[config.mk]
export PLATFORM = sky130hd
export DESIGN_NAME = pcicfg_port_router
export DESIGN_NICKNAME = d
export VERILOG_FILES = /design/src/rtl/pcicfg_pkg.sv /design/src/rtl/pcicfg_classify.sv /design/src/rtl/pcicfg_addr_reg.sv /design/src/rtl/pcicfg_resp.sv /design/src/rtl/pcicfg_port_router.sv
export SDC_FILE = /design/constraint.sdc
export NUM_CORES = 1
export LEC_CHECK = 0
export ABC_CLOCK_PERIOD_IN_PS = 1900
export BUFFER_PORTS_ARGS = -buffer_cell sky130_fd_sc_hd__buf_2
export CORE_ASPECT_RATIO = 0.6
export CORE_MARGIN = 4
export CORE_UTILIZATION = 50
export DETAILED_ROUTE_END_ITERATION = 6
export MAX_ROUTING_LAYER = met4
export PLACE_DENSITY = 0.86
export SLEW_MARGIN = 20
export SYNTH_ARGS = -nofsm -noshare
export SYNTH_HDL_FRONTEND = slang
export SYNTH_HIERARCHICAL = 1
export SYNTH_SLANG_ARGS = --single-unit
[constraint.sdc]
create_clock -name clk -period 1.9 [get_ports clk]
set_input_delay 0 -clock clk [delete_from_list [all_inputs] [get_ports clk]]
set_output_delay 0 -clock clk [all_outputs]
set_load 0.01 [all_outputs]
[src/rtl/pcicfg_pkg.sv]
package pcicfg_pkg;

    localparam int PORT_W = 16;
    localparam int DATA_W = 32;

    typedef enum logic [1:0] {
        RT_IO    = 2'd0,
        RT_CADDR = 2'd1,
        RT_CFG   = 2'd2,
        RT_ABORT = 2'd3
    } route_e;

    typedef struct packed {
        route_e route;
        logic   fwd_wr;    // write goes downstream
        logic   caddr_wr;  // load the address register
        logic   ret_reg;   // read data comes from the register
        logic   ret_ones;  // read data is all ones
    } decode_t;

    // true when the port lies in the 4-byte window that starts at base
    function automatic logic in_window(input logic [PORT_W-1:0] port,
                                       input logic [PORT_W-1:0] base);
        return port[PORT_W-1:2] == base[PORT_W-1:2];
    endfunction

endpackage

[src/rtl/pcicfg_classify.sv]
module pcicfg_classify
    import pcicfg_pkg::*;
#(
    parameter logic [PORT_W-1:0] ADDR_PORT = 16'hCF8,
    parameter logic [PORT_W-1:0] DATA_PORT = 16'hCFC
) (
    input  logic [PORT_W-1:0] port,
    input  logic [2:0]        bytes,
    input  logic              write,
    input  logic              win_en,
    output decode_t           dec
);
    logic hit_caddr;
    logic hit_win;

    assign hit_caddr = (port == ADDR_PORT) && (bytes == 3'd4);
    assign hit_win   = in_window(port, DATA_PORT);

    always_comb begin
        dec = '{route: RT_IO, fwd_wr: 1'b0, caddr_wr: 1'b0,
                ret_reg: 1'b0, ret_ones: 1'b0};
        if (hit_caddr) begin
            dec.route    = RT_CADDR;
            dec.caddr_wr = write;
            dec.ret_reg  = !write;
        end else if (hit_win) begin
            if (win_en) begin
                dec.route  = RT_CFG;
                dec.fwd_wr = write;
            end else begin
                dec.route    = RT_ABORT;
                dec.ret_ones = !write;
            end
        end else begin
            dec.route  = RT_IO;
            dec.fwd_wr = write;
        end
    end
endmodule

[src/rtl/pcicfg_addr_reg.sv]
module pcicfg_addr_reg
    import pcicfg_pkg::*;
(
    input  logic              clk,
    input  logic              rst,
    input  logic              wr_en,
    input  logic [DATA_W-1:0] wdata,
    output logic [DATA_W-1:0] q,
    output logic              win_en
);
    always_ff @(posedge clk) begin
        if (rst)        q <= '0;
        else if (wr_en) q <= wdata;
    end

    assign win_en = q[DATA_W-1];
endmodule

[src/rtl/pcicfg_resp.sv]
module pcicfg_resp
    import pcicfg_pkg::*;
#(
    parameter int                ADDR_W     = 36,
    parameter logic [ADDR_W-1:0] CFG_PREFIX = 36'h4_0000_0000,
    parameter logic [ADDR_W-1:0] IO_PREFIX  = 36'h8_0000_0000
) (
    input  logic              clk,
    input  logic              rst,
    input  logic              in_valid,
    input  decode_t           dec,
    input  logic [PORT_W-1:0] port,
    input  logic [DATA_W-1:0] caddr,
    output logic              out_valid,
    output logic [1:0]        out_route,
    output logic [ADDR_W-1:0] out_addr,
    output logic [DATA_W-1:0] out_rdata,
    output logic              out_wr
);
    localparam int CFG_OFS_W = DATA_W - 1;

    logic [CFG_OFS_W-1:0] cfg_ofs;
    logic [ADDR_W-1:0]    addr_d;
    logic [DATA_W-1:0]    rdata_d;

    assign cfg_ofs = {caddr[DATA_W-2:2], port[1:0]};

    always_comb begin
        unique case (dec.route)
            RT_IO:   addr_d = IO_PREFIX  | ADDR_W'(port);
            RT_CFG:  addr_d = CFG_PREFIX | ADDR_W'(cfg_ofs);
            default: addr_d = '0;
        endcase
        if (dec.ret_reg)       rdata_d = caddr;
        else if (dec.ret_ones) rdata_d = '1;
        else                   rdata_d = '0;
    end

    always_ff @(posedge clk) begin
        if (rst) begin
            out_valid <= 1'b0;
            out_route <= RT_IO;
            out_addr  <= '0;
            out_rdata <= '0;
            out_wr    <= 1'b0;
        end else begin
            out_valid <= in_valid;
            if (in_valid) begin
                out_route <= dec.route;
                out_addr  <= addr_d;
                out_rdata <= rdata_d;
                out_wr    <= dec.fwd_wr;
            end
        end
    end
endmodule

[src/rtl/pcicfg_port_router.sv]
module pcicfg_port_router
    import pcicfg_pkg::*;
#(
    parameter int                ADDR_W     = 36,
    parameter logic [ADDR_W-1:0] CFG_PREFIX = 36'h4_0000_0000,
    parameter logic [ADDR_W-1:0] IO_PREFIX  = 36'h8_0000_0000,
    parameter logic [15:0]       ADDR_PORT  = 16'hCF8,
    parameter logic [15:0]       DATA_PORT  = 16'hCFC
) (
    input  logic              clk,
    input  logic              rst,
    input  logic              req_valid,
    input  logic [15:0]       req_port,
    input  logic [2:0]        req_bytes,
    input  logic              req_write,
    input  logic [31:0]       req_wdata,
    output logic              rsp_valid,
    output logic [1:0]        rsp_route,
    output logic [ADDR_W-1:0] rsp_addr,
    output logic [31:0]       rsp_rdata,
    output logic              rsp_wr
);
    decode_t           dec;
    logic [DATA_W-1:0] caddr_q;
    logic              win_en;

    pcicfg_classify #(
        .ADDR_PORT (ADDR_PORT),
        .DATA_PORT (DATA_PORT)
    ) u_classify (
        .port   (req_port),
        .bytes  (req_bytes),
        .write  (req_write),
        .win_en (win_en),
        .dec    (dec)
    );

    pcicfg_addr_reg u_addr_reg (
        .clk    (clk),
        .rst    (rst),
        .wr_en  (req_valid && dec.caddr_wr),
        .wdata  (req_wdata),
        .q      (caddr_q),
        .win_en (win_en)
    );

    pcicfg_resp #(
        .ADDR_W     (ADDR_W),
        .CFG_PREFIX (CFG_PREFIX),
        .IO_PREFIX  (IO_PREFIX)
    ) u_resp (
        .clk       (clk),
        .rst       (rst),
        .in_valid  (req_valid),
        .dec       (dec),
        .port      (req_port),
        .caddr     (caddr_q),
        .out_valid (rsp_valid),
        .out_route (rsp_route),
        .out_addr  (rsp_addr),
        .out_rdata (rsp_rdata),
        .out_wr    (rsp_wr)
    );
endmodule

Yosys cells after proc, flatten, opt, wreduce, memory -nomap -nowiden
Cells that the tools add are included.
{ "word_totals": {"reg_bits": 104, "inputBits": 55, "output_inout_bits": 72} }
{ "classes": {"eq_ne": 4, "mux": 12, "reduce_logical": 4} }
{ "ops": {"columns": ["operator", "count"], "rows": [
  ["$pmux 36 s2", 1],
  ["$mux 32", 2],
  ["$eq 16x12->1 const B", 1],
  ["$eq 14x10->1 const B", 1],
  ["$mux 1", 6],
  ["$mux 2", 2],
  ["$eq 3x3->1 const B", 1],
  ["$mux 3", 1],
  ["$eq 2x2->1 const B", 1],
  ["$logic_and 1x1->1", 2],
  ["$logic_not 2->1", 1],
  ["$logic_not 1->1", 1]
]} }

Logic depth before layout (Yosys ltp)
Gate-level depths: netlist (run 1).
{ "depth": {"word_depth": 6, "mapped_depth": 8} }

Modules after synthesis
The synthesis (run 1) kept the hierarchy.
{ "modules_own_cells": {"columns": ["mod", "n_inst", "cells_per_inst", "area_each_um2"], "rows": [
  ["pcicfg_resp", 1, 264, 2673.8],
  ["pcicfg_addr_reg", 1, 104, 1171.1],
  ["pcicfg_classify", 1, 17, 137.6],
  ["pcicfg_port_router", 1, 1, 6.3]
]} }

Least setup slack after synthesis (run 1)
Ideal clock, no wire load.
{ "synth_timing": {"kind": "reg-to-reg", "start": "register u_addr_reg.q[31]", "end": "register u_resp.out_addr[10]", "setup_time_ns": 0.068, "arrival_time_ns": 1.437, "path_slack_ns": 0.396, "path_stages_with_launch": 8, "n_path_buf": 2, "synth_period_minus_slack_ns": 1.504, "path_cell_list": "dfxtp_1 -> nor2b_1 -> a31oi_1 -> nor2_1 -> or3b_1 -> buf_2 -> buf_6 -> o2bb2ai_2"} }
{ "synth_lines": {"columns": ["element", "line", "source"], "rows": [
  ["start: declaration", "pcicfg_addr_reg.sv:8", "output logic [DATA_W-1:0] q,"],
  ["start signal: assignment", "pcicfg_addr_reg.sv:13", "else if (wr_en) q <= wdata;"],
  ["end signal: assignment", "pcicfg_resp.sv:50", "out_addr <= addr_d;"],
  ["end: declaration", "pcicfg_resp.sv:16", "output logic [ADDR_W-1:0] out_addr,"]
]} }

==> flow_summary.ini, run 1 <==
[status]
status = complete, no violations

[cts]
clk_latency_ns = 0.34
cts_root_buf = clkbuf_16
cts_sinks = 101
numCtsBuffers = 9
cts_tree = done
htreeDepth = 3
clockBufferDepth = 2
clk_pin_slew_ns = 0.07

[pwr]
pwr-share-seq_pct = 50.9
pwr-share-comb_pct = 9.5
p_clk_share_pct = 39.6
p_switching_uw = 1010
p_per_area_nw_per_um2 = 799
intPower_uw = 3330
switching_share_pct = 23.2
p_leak_uw = 0.00223
ir_drop_uv = 604

[floorplanning]
design.core.area_um2 = 7510
rows = 24
start_util_pct = 53.1
dieArea_um2 = 9520
chipHeight_um = 77.2
ios = 127
die_w_um = 123

[layout]
final_cell_mix = 123 x buf_2, 101 x dfxtp_1, 68 x nor2_1
nFillCells = 545
final_common_cell = buf_2
seqCellArea_um2 = 2020
multiInputGateArea_um2 = 1750
areaGrowthSynthToFinish_pct = 36.0
nets = 599
fin_cells = 654
drive_above_1_share_pct = 32.4

[grt]
antenna_found_initial = 0
grt_pass1_vias = 3581
grt-busiest-layer = met2
use_met1_pct = 29.7
grt_pass1_wl_mm = 17.8
grt_use_total_pct = 24.5
grt_max_degree = 34
globalRouteMet2Util_pct = 38.6
grt_overflow = 0
gr-usage-met3_pct = 7.35

[route]
first_pass_iters = 4
routed_via_density = 5.34
drt_iter0_markers = 200
wl_per_cell_um = 17.0
routed_wl_mm = 11.1
ant_nets = 0
via_count = 3494
drc = 0

[logic_synthesis]
synth_largest_area_cell = dfxtp_1
syn_inst = 386
synth_area_um2 = 3990
ys_seq_area_share_pct = 50.7
synth-main-ff-cell = dfxtp_1
synth.distinct_cells = 33
synth_edf_count = 0
synth.area.top_cells = dfxtp_1 51%, mux2i_1 12%, a311oi_1 7.0%
syn_area_per_cell_um2 = 10.3
synth_top_area_share_pct = 50.7
yosys_register_bits = 101
yosys_warnings = 6
async_flop_share_pct = 0

[critical_path]
critPathRequiredTime_ns = 2.13
crit_type = in2reg
crit_arrival_ns = 2.06
crit_fanout = 15
start_kind = input pin
reg2reg_depth = 6
crit_path_end_kind = flip-flop

[timing]
maxSlewViolCount = 0
fmax_mhz = 547
finalSetupViolCount = 0
post-route-period-util_pct = 96.3
fin_crit_ns = 1.83
rsz0062_at_grt = yes
fin_worst_skew_ns = 0.00483
finalHoldViolCount = 0
holdWs_ns = 0.0297

[place]
dp_hpwl_mm = 7.44
globalplace.congestion = 0.786
port_buffers = 123
post-place-cells = 590

[worst_hold_path]
hold_class = in2reg
hold_depth = 3

[job]
cap_violations = 0
==> per-stage QoR <==
step / utilization (%) / cell area (µm²) / setup slack (ns) / power, µW / TNS, ns
4_1_cts: 71.6 / 5370 / 0.0339 / 4370 / 0
3_3_place_gp: 61.7 / 4630 / 0.285 / 2570 / 0
2_1_floorplan: - / 4000 / 0.396 / 2430 / 0
5_1_grt: 72.2 / 5420 / -0.0437 / 4490 / -0.477
3_5_place_dp: 61.7 / 4630 / 0.177 / 2590 / 0
6_report: 72.3 / 5430 / 0.0707 / 4340 / 0
==> power by group through the flow <==
stage	clock, µW	combinational (µW)	sequential, µW
5_1_grt	1840	447	2210
6_report	1720	412	2210
4_1_cts	1750	407	2210
3_3_place_gp	0	321	2250
3_5_place_dp	0	334	2250
2_1_floorplan	0	152	2280
==> state kept, by name, summed over array words and instances (netlist names) <==
register and flops:
u_resp/out_addr 33, u_addr_reg/q 32, u_resp/out_rdata 32, u_resp/out_valid 1, u_resp/out_route 2, u_resp/out_wr 1
==> cells by family (layout without fill, tap and decap cells) <==
kind of cell,after synthesis,after routing,synth area share [%]
buf+inv,42,203,6.37
compound gates,67,67,15.8
mux,49,49,12.3
simple gates,126,126,14.7
flops,101,101,50.7
other cells,1,4,0.0940
==> Yosys cell counts (2+ instances only) <==
library cell / n
a311oi_1: 32
nor3_1: 2
nand2_1: 32
nor2b_1: 2
dfxtp_1: 101
mux2i_1: 49
clkbuf_1: 19
nor2_1: 70
buf_12: 3
nand3b_1: 3
inv_1: 2
nor4_2: 2
buf_4: 5
o2bb2ai_1: 4
buf_2: 11
a22o_1: 15
a21oi_1: 4
o2bb2ai_2: 10
buf_6: 2
nand2b_1: 5
==> per-layer routing <==
layer / up-vias / part of all wire [%]
li1: 1684 / -
met2: 137 / 48
met1: 1658 / 42
met5: - / 0
met4: 0 / 1.7
met3: 15 / 8.1
==> repair_timing <==
item	4_1_cts	5_1_grt
resized for setup	0	12
hold buffers	46	0
buffers inserted	0	1
endpoints found under the hold margin	46	0
setup endpoints to repair	0	60
==> worst max-delay path: stages <==
cell,delay [ns]
dlygate4sd3_1,0.55
buf_2,0.12
and4_1,0.26
nand4_4,0.18
nor2_1,0.26
and4bb_2,0.39
a22o_1,0.29
==> cell type report <==
cell class | instances | share of cell area (%)
inverter | 2 | 0.138
clock buffer | 12 | 4.73
clock inverter | 4 | 0.415
multi-input combinational | 245 | 32.3
tap | 104 | 2.40
antenna | 1 | 0.0461
sequential | 101 | 37.3
timing repair buffer | 185 | 22.7
==> worst paths after layout <==
| check | start | endpoint | slack [ns] |
|---|---|---|---|
| setup / recovery | req_port[5] | u_resp/out_addr[20] | 0.07 |
| hold / removal | req_port[15] | u_resp/out_addr[15] | 0.03 |
| setup reg to reg | u_addr_reg/q[31] | u_resp/out_addr[3] | 0.24 |
| hold reg to reg | u_resp/out_addr[4] | u_resp/out_addr[4] | 0.46 |
(Power assumes the default switching activity.)
==> inputs of run 2 (changes only) <==
- ABC_AREA: unset -> 1
- PLACE_DENSITY: 0.86 -> 0.84
==> run 2 against run 1 <==
Effect of this change: setup slack improved by 0.099 ns; clock skew decreased by 0.0010 ns; non-clock buffer count down 12; final area increased by 6.9%; critical endpoint is now u_resp/out_rdata[8]; core utilization fell by 5.0 points; worst hold slack worse by 0.016 ns; synthesized cell count grew 78%; clock-buffer cell count is 2 lower; largest cell class unchanged; global-route usage shrank 0.67 points; via count up 28%; area after synthesis rose by 12%.
==> flow_summary.ini, run 2 <==
[layout]
nFillCells = 811
largest_reg_flops = 33
final_core_util_pct = 67.3
drive_above_1_share_pct = 19.8
regMostFlops = u_resp/out_addr
top_regs = u_resp/out_addr x33, u_addr_reg/q x32, u_resp/out_rdata x32
final_cell_mix = 246 x nand2_1, 140 x nor2_1, 123 x buf_2
nets = 885
areaGrowthSynthToFinish_pct = 29.3
final_common_cell = nand2_1
diodes = 0

[grt]
grt_pass1_vias = 3901
grt_pass1_wl_mm = 19.1
grt_use_total_pct = 23.8
grt_overflow = 0
antenna_found_initial = 0
grt_max_degree = 57

[timing]
rsz0062_at_grt = no
finalHoldViolCount = 0
finalSetupTns_ns = 0
slew_headroom_pct = 65.2
finalSetupViolCount = 0
fin_worst_skew_ns = 0.00381
worst_slew_pin_slew_ns = 0.522
fmax_mhz = 578
fin_crit_ns = 1.73
post-route-period-util_pct = 91.1
maxSlewViolCount = 0

[cts]
numCtsBuffers = 9
cts_tree = done
htreeDepth = 3
clk_pin_slew_ns = 0.07
clk_latency_ns = 0.34
cts_sinks = 101
cts_root_buf = clkbuf_16
clockBufferDepth = 2
post_cts_buffers = 0

[logic_synthesis]
synth_top_area_share_pct = 45.1
synth.area.top_cells = dfxtp_1 45%, nand2_1 21%, nor2_1 12%
synthTopCellsByCount = 246 x nand2_1, 142 x nor2_1, 101 x dfxtp_1, 74 x inv_1, 45 x nand3_1
post-synth-top-count-cell = nand2_1
synth.mux.area_fraction_pct = 0
yosys_register_bits = 101
synth_fa_ha_area_share_pct = 0
synth.distinct_cells = 21
synth_largest_area_cell = dfxtp_1
ys_seq_area_share_pct = 45.1
async_flop_share_pct = 0
synth-main-ff-cell = dfxtp_1
syn_area_per_cell_um2 = 6.52
synth_edf_count = 0
synth_area_um2 = 4490
yosys.area_share.simple_pct = 38.8
syn_inst = 688
yosys_warnings = 6
synth_top_family_by_area = simple AND/OR/NAND/NOR gates
synth_xor_area_share_pct = 0
synth_compound_gate_area_share_pct = 3.21

[route]
first_pass_iters = 4
drc = 0
ant_nets = 0
wl_per_cell_um = 13.0
routed_via_density = 4.73
via_count = 4478
drt_iter0_markers = 339
routed_wl_mm = 12.3

[place]
globalplace.congestion = 0.948
port_buffers = 123
dp_hpwl_mm = 7.96

[pwr]
p_leak_uw = 0.00312
p_per_area_nw_per_um2 = 781
ir_drop_uv = 553

[floorplanning]
design.core.area_um2 = 8620
ios = 127
dieArea_um2 = 10600
start_util_pct = 52.0
rows = 26
chipHeight_um = 81.4
die_w_um = 130

[critical_path]
crit_top_cell = nand2_1
crit_arrival_ns = 1.97
critPathBufInv = 5
crit_fanout = 27
path_cells = dlygate4sd3_1 > buf_2 > nor2_1 > nand2_1 > nor2_2 > nand3_2 > nor2_2 > inv_2 > a21oi_4 > buf_12 > nand2_1 > nand2_1 > inv_1
cpLargestDelayFamily = buffers and inverters
crit_type = in2reg
crit_slowest_cell = dlygate4sd3_1
max_stage_delay_ns = 0.53
crit_path_end_kind = flip-flop
start_kind = input pin
critPathRequiredTime_ns = 2.14

[job]
cap_violations = 0

[worst_hold_path]
hold_class = in2reg

[status]
status = complete, no violations
[run 2: what timing repair did]
item,CTS,global route
hold endpoints to repair,39,0
endpoints found under the setup margin,0,5
hold buffers,39,0
resized for setup,0,1
[run 2: power breakdown]
group,internal [µW],switching (µW)
clock,1050,782
sequential,2170,29.6
combinational,217,275
total,3450,1090
[run 2: area by class of cell]
type	instances	area, µm²	share of cell area [%]
Sequential cell	101	2020	34.9
Multi-Input combinational cell	469	1910	32.9
Timing Repair Buffer	173	1140	19.7
Inverter	76	288	4.96
Clock buffer	10	239	4.12
Tap cell	112	140	2.42
Clock inverter	6	61.3	1.06
[run 2: worst min-delay path: cells and delay by family]
family	cells	cell delay, ns
buffers and inverters	2	0.11
AND/OR/NAND/NOR	3	0.21
[run 2: cells by family after synthesis]
family                 Yosys count
AO/OA/AOI/OAI                   25
buffers and inverters          120
flip-flops                     101
other                            1
AND/OR/NAND/NOR                441
[run 2: final timing paths]
kind,cells after the start,end,startpoint,slack (ns)
max,13,u_resp/out_rdata[8],req_port[15],0.17
min,5,u_addr_reg/q[30],req_wdata[30],0.01
max reg2reg,8,u_resp/out_addr[5],u_addr_reg/q[31],0.34
min reg2reg,2,u_resp/out_addr[26],u_resp/out_addr[26],0.46
[run 2: routing by layer]
metal	share of wire (%)	global-route usage [%]	up-vias
met5	0	-	-
met4	1.1	6.33	0
met3	10	6.04	14
met2	41	33.8	196
met1	48	33.6	1951
li1	-	-	2317
[run 2: per-stage QoR]
step	total power (µW)	area (µm²)	setup WS (ns)	std cells	hold slack, ns
after CTS	4570	5770	0.180	946	0.000467
final	4530	5800	0.170	947	0.0136
after global placement	2670	5080	0.381	891	0.271
after detailed placement	2670	5080	0.360	891	0.278
after floorplan	2510	4490	0.687	690	0.143
after global routing	4730	5800	0.0121	947	0.0261
